### src/rtl/ivt_pkg.sv
package ivt_pkg;
  localparam int unsigned VEC_W  = 8;
  localparam int unsigned WORD_W = 16;
  localparam int unsigned PHYS_W = 21;

  typedef enum logic [1:0] {
    ST_IDLE   = 2'd0,
    ST_RD_OFF = 2'd1,
    ST_RD_SEG = 2'd2
  } fetch_st_e;
endpackage

### src/rtl/ivt_entry_addr.sv
module ivt_entry_addr #(
  parameter int unsigned ADDR_W = 21
) (
  input  logic [ADDR_W-1:0]        base_i,
  input  logic [ivt_pkg::VEC_W-1:0] vec_i,
  input  logic                     hi_word_i,
  output logic [ADDR_W-1:0]        addr_o
);
  localparam int unsigned IDX_W = ivt_pkg::VEC_W + 2;
  logic [ADDR_W-1:0] idx;

  // entry byte index = vec*4, plus 2 for the segment word
  assign idx    = {{(ADDR_W-IDX_W){1'b0}}, vec_i, hi_word_i, 1'b0};
  assign addr_o = base_i + idx;
endmodule

### src/rtl/ivt_phys_form.sv
module ivt_phys_form #(
  parameter bit HMA_GATE = 1'b1
) (
  input  logic [ivt_pkg::WORD_W-1:0] seg_i,
  input  logic [ivt_pkg::WORD_W-1:0] off_i,
  input  logic                       hma_en_i,
  output logic [ivt_pkg::PHYS_W-1:0] phys_o
);
  localparam int unsigned PW = ivt_pkg::PHYS_W;
  logic [PW-1:0] sum;

  assign sum = {1'b0, seg_i, 4'h0} + {{(PW-ivt_pkg::WORD_W){1'b0}}, off_i};

  generate
    if (HMA_GATE) begin : g_gate
      assign phys_o = {sum[PW-1] & hma_en_i, sum[PW-2:0]};
    end else begin : g_wrap
      assign phys_o = {1'b0, sum[PW-2:0]};
    end
  endgenerate
endmodule

### src/rtl/ivt_fetch_ctrl.sv
module ivt_fetch_ctrl (
  input  logic                clk_i,
  input  logic                rst_ni,
  input  logic                start_i,
  input  logic                mem_valid_i,
  output ivt_pkg::fetch_st_e  state_o,
  output logic                accept_o,
  output logic                load_off_o,
  output logic                load_seg_o,
  output logic                req_o,
  output logic                hi_word_o
);
  import ivt_pkg::*;
  fetch_st_e state_q, state_d;

  assign accept_o   = (state_q == ST_IDLE) && start_i;
  assign load_off_o = (state_q == ST_RD_OFF) && mem_valid_i;
  assign load_seg_o = (state_q == ST_RD_SEG) && mem_valid_i;
  assign req_o      = (state_q != ST_IDLE);
  assign hi_word_o  = (state_q == ST_RD_SEG);
  assign state_o    = state_q;

  always_comb begin
    state_d = state_q;
    unique case (state_q)
      ST_IDLE:   if (start_i)     state_d = ST_RD_OFF;
      ST_RD_OFF: if (mem_valid_i) state_d = ST_RD_SEG;
      ST_RD_SEG: if (mem_valid_i) state_d = ST_IDLE;
      default:                    state_d = ST_IDLE;
    endcase
  end

  always_ff @(posedge clk_i or negedge rst_ni) begin
    if (!rst_ni) state_q <= ST_IDLE;
    else         state_q <= state_d;
  end
endmodule

### src/rtl/ivt_fetch.sv
module ivt_fetch #(
  parameter int unsigned ADDR_W   = 21,
  parameter bit          HMA_GATE = 1'b1
) (
  input  logic              clk_i,
  input  logic              rst_ni,
  input  logic              start_i,
  input  logic [7:0]        vec_i,
  input  logic [ADDR_W-1:0] tbl_base_i,
  input  logic              hma_en_i,
  output logic              mem_req_o,
  output logic [ADDR_W-1:0] mem_addr_o,
  input  logic              mem_valid_i,
  input  logic [15:0]       mem_rdata_i,
  output logic [15:0]       seg_o,
  output logic [15:0]       off_o,
  output logic [20:0]       phys_o,
  output logic              done_o
);
  import ivt_pkg::*;

  fetch_st_e         state_q;
  logic              accept, load_off, load_seg, hi_word;
  logic [VEC_W-1:0]  vec_q;
  logic [ADDR_W-1:0] base_q;
  logic              hma_q;
  logic [WORD_W-1:0] off_q, seg_q;
  logic [PHYS_W-1:0] phys_q, phys_d;
  logic              done_q;

  ivt_fetch_ctrl u_ctrl (
    .clk_i      (clk_i),
    .rst_ni     (rst_ni),
    .start_i    (start_i),
    .mem_valid_i(mem_valid_i),
    .state_o    (state_q),
    .accept_o   (accept),
    .load_off_o (load_off),
    .load_seg_o (load_seg),
    .req_o      (mem_req_o),
    .hi_word_o  (hi_word)
  );

  ivt_entry_addr #(.ADDR_W(ADDR_W)) u_addr (
    .base_i   (base_q),
    .vec_i    (vec_q),
    .hi_word_i(hi_word),
    .addr_o   (mem_addr_o)
  );

  // phys formed from the incoming segment word and the held offset
  ivt_phys_form #(.HMA_GATE(HMA_GATE)) u_phys (
    .seg_i   (mem_rdata_i),
    .off_i   (off_q),
    .hma_en_i(hma_q),
    .phys_o  (phys_d)
  );

  always_ff @(posedge clk_i or negedge rst_ni) begin
    if (!rst_ni) begin
      vec_q  <= '0;
      base_q <= '0;
      hma_q  <= 1'b0;
    end else if (accept) begin
      vec_q  <= vec_i;
      base_q <= tbl_base_i;
      hma_q  <= hma_en_i;
    end
  end

  // off_q doubles as the working offset; outputs publish together on load_seg
  logic [WORD_W-1:0] off_pub_q;
  always_ff @(posedge clk_i or negedge rst_ni) begin
    if (!rst_ni) begin
      off_q     <= '0;
      off_pub_q <= '0;
      seg_q     <= '0;
      phys_q    <= '0;
      done_q    <= 1'b0;
    end else begin
      done_q <= load_seg;
      if (load_off) off_q <= mem_rdata_i;
      if (load_seg) begin
        seg_q     <= mem_rdata_i;
        off_pub_q <= off_q;
        phys_q    <= phys_d;
      end
    end
  end

  assign seg_o  = seg_q;
  assign off_o  = off_pub_q;
  assign phys_o = phys_q;
  assign done_o = done_q;
endmodule

### config.mk
export PLATFORM = sky130hd
export DESIGN_NAME = ivt_fetch
export DESIGN_NICKNAME = d
export VERILOG_FILES = /design/src/rtl/ivt_pkg.sv /design/src/rtl/ivt_entry_addr.sv /design/src/rtl/ivt_phys_form.sv /design/src/rtl/ivt_fetch_ctrl.sv /design/src/rtl/ivt_fetch.sv
export SDC_FILE = /design/constraint.sdc
export NUM_CORES = 1
export LEC_CHECK = 0
export BUFFER_PORTS_ARGS = -buffer_cell sky130_fd_sc_hd__buf_2
export CORE_ASPECT_RATIO = 1.1
export CORE_UTILIZATION = 48
export DETAILED_ROUTE_END_ITERATION = 12
export GPL_TIMING_DRIVEN = 0
export HOLD_SLACK_MARGIN = 0.03
export PLACE_DENSITY_LB_ADDON = 0.1
export SETUP_SLACK_MARGIN = 0.4
export SLEW_MARGIN = 20
export SYNTH_ARGS = -nofsm -noshare
export SYNTH_HDL_FRONTEND = slang
export SYNTH_SLANG_ARGS = --single-unit
### constraint.sdc
create_clock -name clk_i -period 2 [get_ports clk_i]
set_input_delay 0.1 -clock clk_i [delete_from_list [all_inputs] [get_ports clk_i]]
set_output_delay 0.1 -clock clk_i [all_outputs]
set_load 0.1 [all_outputs]
# Word level (Yosys, flattened, before mapping)
# Cells that the tools add are included.
# totals
register_bits,102
inputBits,50
out_inout_bits,76
# classes
addsub,2
n_eq_ne,5
mux,4
bitwise,1
n_reduce_logical,6
# ops
op,count
adder 20 x 16 -> 21 bit,1
adder 21 x 10 -> 21 bit,1
2-to-1 mux 2 bit,3
inequality test 2 bit (second input constant),3
case mux 2 bit (3 select lines),1
logical AND 1 bit,3
AND reduction 3 bit,1
equality test 2 x 1 -> 1 bit (second input constant),1
equality test 2 bit (second input constant),1
logical NOT 2 bit,1
nonzero test 2 bit,1
bitwise AND 1 bit,1

# Depth between registers and ports, before layout
# Gate-level depths: netlist (run 1).
# depth
ltp_word,3
mapped_depth,10

# Modules after synthesis
# Synthesis (run 1) repeated with hierarchy kept, for this count alone.
# unflattened
hier_cells,388
hier_area_um2,5360.1
# by_module_without_submodules
mod,instances,cells_per_inst,area_per_inst_um2,seq_area_each_um2
ivt_fetch,1,210,3961.3,2502.4
ivt_phys_form,1,89,691.9,0.0
ivt_entry_addr,1,76,588.1,0.0
ivt_fetch_ctrl,1,13,118.9,50.0

# Least setup slack after synthesis (run 1)
# Ideal clock, no wire load.
# synth_path
path_type,flip-flop to output port
start,"reg u_ctrl.state_q[0], in the netlist u_ctrl.state_o[0]"
end,out mem_addr_o[11]
arrival_time_ps,3571
required_time_ps,1900
slack_ps,-1671
stages_incl_launch_ff,11
n_path_buf,0
path_cell_list,dfrtp_1 -> nor2b_1 -> ha_1 -> inv_1 -> fa_1 -> nor2b_1 -> o21a_1 -> o21ai_1 -> a211oi_2 -> o21ai_0 -> xnor2_1
# synth_between
elab_chain_len,2
# synth_rtl
item,line_no,rtl
"start, declared",ivt_fetch_ctrl.sv:14,"fetch_st_e state_q, state_d;"
"start signal, assigned",ivt_fetch_ctrl.sv:35,else state_q <= state_d;
equality test 2 bit,ivt_fetch_ctrl.sv:20,assign hi_word_o = (state_q == ST_RD_SEG);
adder 21 x 10 -> 21 bit,ivt_entry_addr.sv:14,assign addr_o = base_i + idx;
"end, declared",ivt_fetch.sv:12,"output logic [ADDR_W-1:0] mem_addr_o,"
# No other way between the ends.

# Final worst setup path (run 1)
# layout_path
start,"reg u_ctrl.state_q[0], in the netlist u_ctrl.state_o[0]"
end,out mem_addr_o[15]
# The elaborated chain is that of the path after synthesis.

==> impl_results.md, run 1 <==
- Critical path required time: 1900 ps
- Root Buffer Master: sky130_fd_sc_hd__clkbuf_8
- Min-Delay Path Class: input port to flip-flop
- Post-synthesis simple-gate area fraction: 14.0%
- Worst slew margin relative to its limit: 64.3%
- Fin cells: 838
- Global route overflow: 0
- Yosys reg bits: 98
- Per-cell via count in the routed design: 5.48
- Worst-Margin Slew: 533 ps
- Setup WS post-layout: -1140 ps
- Vias post-DR: 4,594
- Clock tree from TritonCTS: yes
- Top achievable clock speed: 319 MHz
- Fraction of synthesized area in multiplexers: 10.5%
- Violation count after the first detailed-routing iteration: 240
- Xor/xnor share of the synthesized area: 5.62%
- Post-Synth Adder-Cell Area: 6.27%
- Total clock buffers created by CTS: 9
- Sort of element at the end of the critical path: output pin
- Iteration count of the initial detailed-routing pass: 9
- Fraction of final layout cells with drive strength greater than 1: 48.5%
- Number of levels the H-tree was split into: 3
- Final critical-path share of the clock period: 157%
- Critical path type: flip-flop to output pin
- Final-layout worst hold slack: 43.9 ps
- Number of different library cells in the post-synthesis netlist: 43
- Antenna viol nets, final: 0
- Most frequently used flop master after synthesis: sky130_fd_sc_hd__dfrtp_1
- Violated checks: DRC, setup timing
- Maximum fanout count along the critical path: 6
- Post-Place Cells: 711
- Final-layout fill cell count: 528
- Port Buffer Count: 124
- Slack of the worst reg-to-reg path: -190 ps
- Total die area: 10,500 sq um
- Share of flip-flops with an asynchronous set or reset after synthesis: 100%
- YS warnings: 0
- Unrepaired setup endpoints after global routing: yes
- Final RePlAce weighted congestion: 0.794
- Placement row count: 38
- Wire length per cell: 20.1 microns
- Cell count after synthesis: 466
- Clock skew: 16.8 ps
- Result of the run: finished with violations
- Layout Area Growth over Synthesis: 70.4%
- Post-synthesis cell area: 4830 sq um
- Overall global routing resource usage: 29.1%
- Arrival time worst endpoint: 3040 ps
- Post-Synthesis Net Count: 539
- CTS sink cnt: 98
- Vertical extent of the die: 107 microns
- Finished layout cell area: 8230 sq um
- Overall die width: 97.7 microns
- Final Max Tran Viols: 0
- Dominant combinational cell family by area after synthesis: simple AND/OR/NAND/NOR gates
- CP startpoint kind: flip-flop
- Max-cap violations: 0
- Routed WL: 16.8 mm
- Number of enable-type register cells in the synthesized netlist: 0
- Worst setup slack before clock tree synthesis: -1040 ps
- Synthesized area per cell: 10.4 sq um
- Nets@finish: 786
- Antenna cells: 0
- Final min period: 3140 ps
- Initial antenna violation count: 0
- Placed Area: 6060 sq um
- DPL Wire Length: 8.37 mm
- CTS Buffer Depth: 2
- Number of hold-slack violations in the final timing report: 0
- Core Area: 9840 sq um
- Compound-gate portion of the synthesized area: 9.94%
- Fraction of the yosys area taken by sequential cells: 50.8%
- Worst-path clk slew: 100 ps
- Clock latency on the worst-skew pair: 380 ps
- Via count of the first global-routing pass: 4,605
- Remaining DRCs: 16
- Initial core utilization: 49.1%
- Wire length of the first global-routing pass: 23.3 mm
- Boundary pin count: 126
- Final setup fails: 41
- Maximum number of pins on one net before global-route repair: 57
==> state kept, by name, indices dropped and copies added (netlist names) <==
signal	count
off_q	16
phys_o	21
off_o	12
vec_q	8
base_q	21
done_o	1
u_ctrl.state_o	2
hma_q	1
seg_o	16
==> critical path, stage by stage, from the launching register on <==
cell and delay, ps:
sky130_fd_sc_hd__dfrtp_1 430, sky130_fd_sc_hd__nor2b_4 160, sky130_fd_sc_hd__ha_4 160, sky130_fd_sc_hd__inv_2 40, sky130_fd_sc_hd__fa_2 350, sky130_fd_sc_hd__nor2b_2 140, sky130_fd_sc_hd__o21a_1 200, sky130_fd_sc_hd__o21ai_4 90
sky130_fd_sc_hd__a211oi_4 230, sky130_fd_sc_hd__buf_6 150, sky130_fd_sc_hd__o211ai_1 230, sky130_fd_sc_hd__xnor2_4 260, sky130_fd_sc_hd__buf_12 190
==> per-stage QoR <==
step | TNS (ps) | utilization [%]
floorplan | -8940 | -
global placement | -26490 | 61.3
detailed placement | -10560 | 61.6
CTS | -11310 | 80.0
global route | -19860 | 83.7
finish | -17350 | 83.7
==> final timing paths <==
check                                              start                      to  cells past startpoint
min reg2reg                         seg_o[1]$_DFFE_PN0P_    seg_o[1]$_DFFE_PN0P_                      2
max in group asynchronous                         rst_ni  base_q[12]$_DFFE_PN0P_                      3
min                                       mem_rdata_i[0]    off_q[0]$_DFFE_PN0P_                      2
max                        u_ctrl.state_o[0]$_DFFE_PN0P_          mem_addr_o[15]                     12
min in group asynchronous                         rst_ni    off_q[3]$_DFFE_PN0P_                      2
max reg2reg                u_ctrl.state_o[0]$_DFFE_PN0P_  base_q[18]$_DFFE_PN0P_                      9
==> area by class of cell <==
class	instances	area, sq um	area share (%)
multi-input cells	337	3150	38.3
clock buffers	11	151	1.84
plain buffers	20	181	2.20
repair buffers	236	2050	24.9
well taps	120	150	1.82
flip-flops and latches	98	2450	29.8
clock inverters	5	52.6	0.638
inverters	11	45.0	0.547
==> cells in the mapped netlist, types with 2 or more instances <==
cell type / count / area (sq um)
sky130_fd_sc_hd__buf_2: 8 / 40.0
sky130_fd_sc_hd__nor3_1: 2 / 10.0
sky130_fd_sc_hd__nor2b_1: 5 / 31.3
sky130_fd_sc_hd__and3_1: 6 / 37.5
sky130_fd_sc_hd__o21ai_0: 22 / 110
sky130_fd_sc_hd__mux2_2: 42 / 473
sky130_fd_sc_hd__dfrtp_1: 98 / 2450
sky130_fd_sc_hd__a211oi_1: 3 / 22.5
sky130_fd_sc_hd__a21o_1: 4 / 30.0
sky130_fd_sc_hd__nand3_1: 2 / 10.0
sky130_fd_sc_hd__o31ai_2: 2 / 25.0
sky130_fd_sc_hd__ha_1: 21 / 263
sky130_fd_sc_hd__o211a_1: 2 / 20.0
sky130_fd_sc_hd__a21oi_2: 3 / 26.3
sky130_fd_sc_hd__inv_1: 11 / 41.3
sky130_fd_sc_hd__xnor2_1: 25 / 219
sky130_fd_sc_hd__nand4_1: 4 / 25.0
sky130_fd_sc_hd__buf_4: 5 / 37.5
sky130_fd_sc_hd__fa_1: 2 / 40.0
sky130_fd_sc_hd__nor2_1: 12 / 45.0
sky130_fd_sc_hd__xor2_1: 6 / 52.6
sky130_fd_sc_hd__o21bai_1: 2 / 15.0
sky130_fd_sc_hd__o211ai_1: 3 / 22.5
sky130_fd_sc_hd__nand2b_1: 2 / 12.5
sky130_fd_sc_hd__mux2_1: 2 / 22.5
sky130_fd_sc_hd__clkbuf_1: 7 / 26.3
sky130_fd_sc_hd__o21a_1: 4 / 30.0
sky130_fd_sc_hd__nand2_1: 125 / 469
sky130_fd_sc_hd__a21oi_1: 16 / 80.1
sky130_fd_sc_hd__a31oi_1: 3 / 18.8
sky130_fd_sc_hd__o21ai_1: 5 / 25.0
==> layer usage <==
layer  vias up  global-route usage, %  wire length (microns)
met4         0                   12.3                    736
li1       2063                      -                      -
met3        61                   5.28                    848
met5         -                      0                      0
met1      2265                   34.9                   6560
met2       205                   51.7                   8670
==> cells in the final DEF, fill, tap and decap left out, types with 5 or more instances in the layout <==
cell type and n:
sky130_fd_sc_hd__buf_12 18, sky130_fd_sc_hd__nand2_1 123, sky130_fd_sc_hd__buf_2 102, sky130_fd_sc_hd__xnor2_1 8, sky130_fd_sc_hd__a21oi_1 9, sky130_fd_sc_hd__ha_1 5, sky130_fd_sc_hd__and3_1 6, sky130_fd_sc_hd__xnor2_4 11
sky130_fd_sc_hd__xnor2_2 6, sky130_fd_sc_hd__clkbuf_8 12, sky130_fd_sc_hd__ha_4 15, sky130_fd_sc_hd__buf_6 38, sky130_fd_sc_hd__inv_1 8, sky130_fd_sc_hd__mux2_2 13, sky130_fd_sc_hd__mux2_4 30, sky130_fd_sc_hd__dfrtp_1 98
sky130_fd_sc_hd__nor2_1 9, sky130_fd_sc_hd__o21ai_1 13, sky130_fd_sc_hd__o21ai_0 6, sky130_fd_sc_hd__o21ai_4 6, sky130_fd_sc_hd__a21oi_4 7, sky130_fd_sc_hd__buf_4 37, sky130_fd_sc_hd__dlygate4sd3_1 48
==> what timing repair did <==
item / 4_1_cts / 5_1_grt
setup endpoints to repair: 100 / 105
cloned: 3 / 0
hold endpoints to repair: 93 / 0
pin swaps: 45 / 31
hold buffers: 48 / 0
buffers inserted: 44 / 16
gates resized for setup: 182 / 57
==> cell families after synthesis <==
kind of cell,after synthesis
flops,98
compound gates,75
xor+xnor,31
fa+ha+maj,23
mux,45
simple gates,163
buf+inv,31
Power of run 1 is not shown: default switching activity piles up to over one toggle a cycle in this logic, so the estimate is an artifact.
==> run 2: changes to the inputs <==
Settings changed: CORE_MARGIN set to 10.
==> run 2 against run 1 <==
Against the previous run: the run ends with setup timing left; wire length rose by 5.5%; clock-buffer cell count rose by 1; die area rose by 38%; largest cell class unchanged; non-clock buffer count fell by 9; register-to-register slack improved by 140 ps; worst hold slack improved by 14 ps; first-iteration DRC count fell by 5.4%; clock skew fell by 8.0 ps; global-route usage fell by 7.2 points; sequential share of layout area rose by 0.82 points; flip-flop and latch count did not move.
==> impl_results.md, run 2 (same netlist as run 1, synthesis figures left out) <==
- Core Area: 9840 sq um (unchanged)
- Critical path type: flip-flop to output pin
- Via count of the first global-routing pass: 4,710 (+2.3%)
- Min-Delay Path Class: input port to flip-flop
- Sort of element at the end of the critical path: output pin
- Critical path required time: 1900 ps (about the same)
- Initial core utilization: 49.1% (unchanged)
- Antenna viol nets, final: 0 (unchanged)
- Maximum number of pins on one net before global-route repair: 58 (+1.8%)
- Maximum fanout count along the critical path: 5 (-1)
- Clock tree from TritonCTS: yes
- Iteration count of the initial detailed-routing pass: 5 (-4)
- Overall global routing resource usage: 21.9% (-7.2 points)
- Total clock buffers created by CTS: 9 (unchanged)
- Number of hold-slack violations in the final timing report: 0 (unchanged)
- Final critical-path share of the clock period: 152% (-4.9 points)
- Number of levels the H-tree was split into: 3 (unchanged)
- Area of the multi-input gates: 3040 sq um (-3.4%)
- Placement row count: 38 (unchanged)
- Library cell contributing the largest single delay on the critical path: sky130_fd_sc_hd__dfrtp_1
- Final-layout fill cell count: 579 (+9.7%)
- Overall die width: 116 microns (+18%)
- DPL Wire Length: 9.76 mm (+16%)
- Core utilization of the finished layout: 81.4% (-2.2 points)
- Highest-count cells in the layout ignoring fill and taps: sky130_fd_sc_hd__nand2_1 (122), sky130_fd_sc_hd__buf_2 (102), sky130_fd_sc_hd__dfrtp_1 (97)
- Max-cap violations: 0 (unchanged)
- Boundary pin count: 126 (unchanged)
- Clock latency on the worst-skew pair: 360 ps (-20 ps)
- Unrepaired setup endpoints after global routing: yes
- Fraction of final layout cells with drive strength greater than 1: 48.0% (-0.51 points)
- Nets@finish: 777 (-1.1%)
- Remaining DRCs: 0 (-16)
- Port Buffer Count: 124 (unchanged)
- Final Max Tran Viols: 0 (unchanged)
- Total die area: 14,500 sq um (+38%)
- Series of cell instances along the critical path: nor2b_4, ha_4, buf_4, buf_6, buf_6, a211oi_4, nor3_2, o31ai_2, buf_4, a21oi_4, nand4_1, xnor2_4, buf_12
- Wire length of the first global-routing pass: 25.2 mm (+8.5%)
- Clock skew: 8.78 ps (-8.03 ps)
- Routed WL: 17.7 mm (+5.5%)
- Layout Area Growth over Synthesis: 65.9%
- Violation count after the first detailed-routing iteration: 227 (-5.4%)
- Max incr delay on CP: 420 ps (about the same)
- CTS sink cnt: 98 (unchanged)
- Worst slew margin relative to its limit: 65.2% (+0.89 points)
- Vertical extent of the die: 125 microns (+17%)
- Per-cell via count in the routed design: 5.48 (-0.12%)
- Global route overflow: 0 (unchanged)
- Worst-Margin Slew: 526 ps (-7.41 ps)
- Final min period: 3040 ps (-97.4 ps)
- Root Buffer Master: sky130_fd_sc_hd__clkbuf_8
- Arrival time worst endpoint: 2940 ps (-100 ps)
- Setup WS post-layout: -1040 ps (+97.4 ps)
- Wire length per cell: 21.4 microns (+6.6%)
- Final RePlAce weighted congestion: 0.841 (+5.9%)
- Worst-path clk slew: 90 ps (about the same)
- Result of the run: finished with violations
- Violated checks: setup timing
- Leading cell type in the layout, fill and taps excluded: sky130_fd_sc_hd__nand2_1
- Top achievable clock speed: 329 MHz (+3.2%)
- Antenna cells: 0 (unchanged)
- Initial antenna violation count: 0 (unchanged)
- Final setup fails: 22 (-46%)
- Vias post-DR: 4,539 (-1.2%)
- CTS Buffer Depth: 2 (unchanged)
- Storage cell area: 2450 sq um (about the same)
- CP startpoint kind: flip-flop
run 2: cell count changes in the layout (fill, tap and decap cells not counted), moves of 3 or more:
cell / change
sky130_fd_sc_hd__buf_12: -3
sky130_fd_sc_hd__buf_6: -5
sky130_fd_sc_hd__mux2_2: +29
sky130_fd_sc_hd__mux2_4: -30
sky130_fd_sc_hd__o21ai_1: -3
run 2: cell type report:
type                    count  share of cell area [%]
clock buffers              12                    2.06
clock inverters             4                   0.905
well taps                 120                    1.87
inverters                  11                   0.562
multi-input cells         337                    38.0
flip-flops and latches     98                    30.6
plain buffers              20                    2.08
repair buffers            227                    23.9
run 2: path summary, 6_finish.rpt:
path	start	endpoint	slack [ps]	cells after the start
max in group asynchronous	rst_ni	off_q[5]$_DFFE_PN0P_	1130	3
min reg2reg	off_q[3]$_DFFE_PN0P_	phys_o[3]$_DFFE_PN0P_	470	2
max	u_ctrl.state_o[1]$_DFFE_PN0P_	mem_addr_o[16]	-1040	13
max reg2reg	off_q[10]$_DFFE_PN0P_	phys_o[19]$_DFFE_PN0P_	-50	7
min in group asynchronous	rst_ni	seg_o[2]$_DFFE_PN0P_	220	2
min	mem_rdata_i[3]	off_q[3]$_DFFE_PN0P_	60	2
run 2: through the flow:
stage | TNS (ps) | cell area, sq um | worst slack (ps) | std cells | hold WS, ps
after floorplan | -8940 | 5260 | -814 | 466 | -196
after global placement | -25980 | 6030 | -983 | 710 | 304
after detailed placement | -10550 | 6060 | -1060 | 711 | 58.8
after CTS | -11890 | 7650 | -903 | 811 | 30.3
after global routing | -17350 | 8020 | -1130 | 829 | 46.1
final | -15360 | 8020 | -1040 | 829 | 58.4
run 2: what timing repair did:
item | 4_1_cts | 5_1_grt
hold buffers | 50 | 0
cloned | 1 | 1
endpoints found under the setup margin | 100 | 98
setup buffers | 33 | 17
pin swaps | 37 | 37
resized for setup | 150 | 47
endpoints found under the hold margin | 91 | 0
run 2: routing by layer:
layer,track usage (%),up-vias,wire length [microns]
met5,0,-,0
met4,6.04,0,250
met3,5.36,22,1180
met2,39.7,177,9600
met1,24.7,2296,6710
li1,-,2044,-
run 2: worst max-delay path: cells and delay by family, from the launching register on:
kind            cells  cell delay, ps
fa+ha+maj           1             160
flops               1             420
simple gates        3             460
compound gates      3             620
xor+xnor            1             160
buf+inv             5             740
Power of run 2 is left out for the same reason.
==> run 3: changes to the inputs <==
Settings changed: CORE_UTILIZATION 48 to 55.
Clock period 2 ns to 3.9 ns, I/O delays scaled along.
==> run 3 against run 2 <==
Against the previous run: the flow now finishes without violations; critical path depth shrank 2; setup slack better by 1600 ps; register-to-register slack better by 1500 ps; flip-flop and latch count stayed put; utilization shrank 12 points; non-clock buffer count down 100; clock-buffer cell count fell by 2; sequential share of layout area grew 11 points; critical endpoint is now mem_addr_o[13]; highest routed layer unchanged.
==> impl_results.md, run 3 (same netlist as run 1, synthesis figures left out) <==
- Met3 WL: 725 microns (-38%)
- Wire length per cell: 16.8 microns (-21%)
- Core utilization of the finished layout: 69.4% (-12 points)
- Wire length of the first global-routing pass: 19.2 mm (-24%)
- Worst-path clk slew: 90 ps (about the same)
- Critical path type: flip-flop to output pin
- Worst-Margin Slew: 595 ps (+69.0 ps)
- Remaining DRCs: 0 (unchanged)
- CTS Buffer Depth: 2 (unchanged)
- Iteration count of the initial detailed-routing pass: 4 (-1)
- Total clock buffers created by CTS: 9 (unchanged)
- Final Max Tran Viols: 0 (unchanged)
- Clock skew: 9.97 ps (+1.19 ps)
- Met2 layer wire length in the routed design: 6.29 mm (-34%)
- Layout Area Growth over Synthesis: 22.0%
- Number of hold-slack violations in the final timing report: 0 (unchanged)
- Bufs and invs on worst path: 2 (-3)
- Initial antenna violation count: 0 (unchanged)
- Overall global routing resource usage: 18.5% (-3.4 points)
- Min-Delay Path Class: input port to flip-flop
- Final setup fails: 0 (-100%)
- Final min period: 3300 ps
- Clock latency on the worst-skew pair: 350 ps (about the same)
- Via count of the first global-routing pass: 3,881 (-18%)
- Nets@finish: 677 (-13%)
- Placed Area: 5660 sq um (-6.6%)
- Final-layout fill cell count: 714 (+23%)
- Sort of element at the end of the critical path: output pin
- DR top layer: met4
- Max incr delay on CP: 420 ps (about the same)
- Global route overflow: 0 (unchanged)
- Number of levels the H-tree was split into: 3 (unchanged)
- Per-cell via count in the routed design: 5.22 (-4.6%)
- DPL Wire Length: 9.32 mm (-4.5%)
- Core Area: 8500 sq um (-14%)
- Leading cell type in the layout, fill and taps excluded: sky130_fd_sc_hd__buf_2
- Final-layout worst hold slack: 57.3 ps (-1.12 ps)
- Antenna viol nets, final: 0 (unchanged)
- Boundary pin count: 126 (unchanged)
- Series of cell instances along the critical path: nor2b_1, ha_1, inv_1, fa_1, nor2b_1, o21a_1, o21ai_1, a211oi_4, o21ai_0, xnor2_2, buf_6
- Placement row count: 35 (-7.9%)
- Port Buffer Count: 124 (unchanged)
- CP startpoint kind: flip-flop
- Fraction of final layout cells with drive strength greater than 1: 34.1% (-14 points)
- Overall die width: 109 microns (-5.4%)
- Maximum fanout count along the critical path: 6 (+1)
- Vias post-DR: 3,749 (-17%)
- Antenna cells: 0 (unchanged)
- Violation count after the first detailed-routing iteration: 159 (-30%)
- Final RePlAce weighted congestion: 0.857 (+1.9%)
- Arrival time worst endpoint: 3110 ps (+170 ps)
- Top achievable clock speed: 303 MHz
- Unrepaired setup endpoints after global routing: yes
- Routed WL: 12.1 mm (-32%)
- Maximum number of pins on one net before global-route repair: 62 (+6.9%)
- Initial core utilization: 56.9% (+7.8 points)
- Finished layout cell area: 5890 sq um (-26%)
- Category of cells accounting for the largest share of critical-path delay: compound AO/OA/AOI/OAI gates
- Final total negative setup slack: 0 ps (+15,360 ps)
- M1 WL: 4.96 mm (-26%)
- Library cell contributing the largest single delay on the critical path: sky130_fd_sc_hd__dfrtp_1
- CP most frequent cell: sky130_fd_sc_hd__nor2b_1
- Final critical-path share of the clock period: 84.7%
- Post CTS Setup Buffer Count: 0 (-100%)
- Worst slew margin relative to its limit: 60.4% (-4.8 points)
- Highest-count cells in the layout ignoring fill and taps: sky130_fd_sc_hd__buf_2 (126), sky130_fd_sc_hd__nand2_1 (125), sky130_fd_sc_hd__dfrtp_1 (98)
- CTS sink cnt: 98 (unchanged)
- Total die area: 12,900 sq um (-11%)
- Root Buffer Master: sky130_fd_sc_hd__clkbuf_8
- Max-cap violations: 0 (unchanged)
- Result of the run: finished clean
- Critical path required time: 3700 ps (+1800 ps)
- Vertical extent of the die: 118 microns (-5.5%)
- Clock tree from TritonCTS: yes
-- run 3: cell count changes in the layout (fill, tap and decap cells not counted), sizes merged --
| cell | change |
|---|---|
| clkbuf | -3 |
| dlygate4sd3 | -48 |
| bufinv | -1 |
| clkinvlp | -2 |
| clkinv | +2 |
| inv | +1 |
| buf | -51 |
-- run 3: metrics by stage --
stage          setup slack, ps  instances
2_1_floorplan              448        466
3_3_place_gp               802        701
3_5_place_dp               729        702
4_1_cts                    457        718
5_1_grt                    380        718
6_report                   598        718
-- run 3: routing by layer --
layer / track usage, % / vias up
met5: 0 / -
met4: 5.86 / 0
met3: 3.42 / 8
met2: 32.3 / 89
met1: 22.0 / 1803
li1: - / 1849
-- run 3: final timing paths --
path,end,startpoint,slack [ps],cells past startpoint
worst max-delay path,mem_addr_o[13],u_ctrl.state_o[0]$_DFFE_PN0P_,600,11
worst min-delay path,base_q[14]$_DFFE_PN0P_,tbl_base_i[14],60,2
worst max register to register,phys_o[14]$_DFFE_PN0P_,off_q[4]$_DFFE_PN0P_,1490,8
worst min register to register,u_ctrl.state_o[0]$_DFFE_PN0P_,u_ctrl.state_o[1]$_DFFE_PN0P_,470,1
max in group asynchronous,base_q[12]$_DFFE_PN0P_,rst_ni,2980,3
min in group asynchronous,off_q[3]$_DFFE_PN0P_,rst_ni,310,2
-- run 3: final cells by class --
cell class	count	area [sq um]	share of cell area, %
Sequential cell	98	2450	41.6
Multi-Input combinational cell	337	2280	38.7
Timing Repair Buffer	127	706	12.0
Tap cell	111	139	2.36
Clock buffer	10	128	2.17
Buffer	20	104	1.76
Clock inverter	4	45.0	0.764
Inverter	11	41.3	0.700
-- run 3: timing repair --
item                                   CTS  global route
hold buffers                             2             0
gates resized for setup                  5             6
setup endpoints to repair                5             5
endpoints found under the hold margin   38             0
Power of run 3 is left out for the same reason.
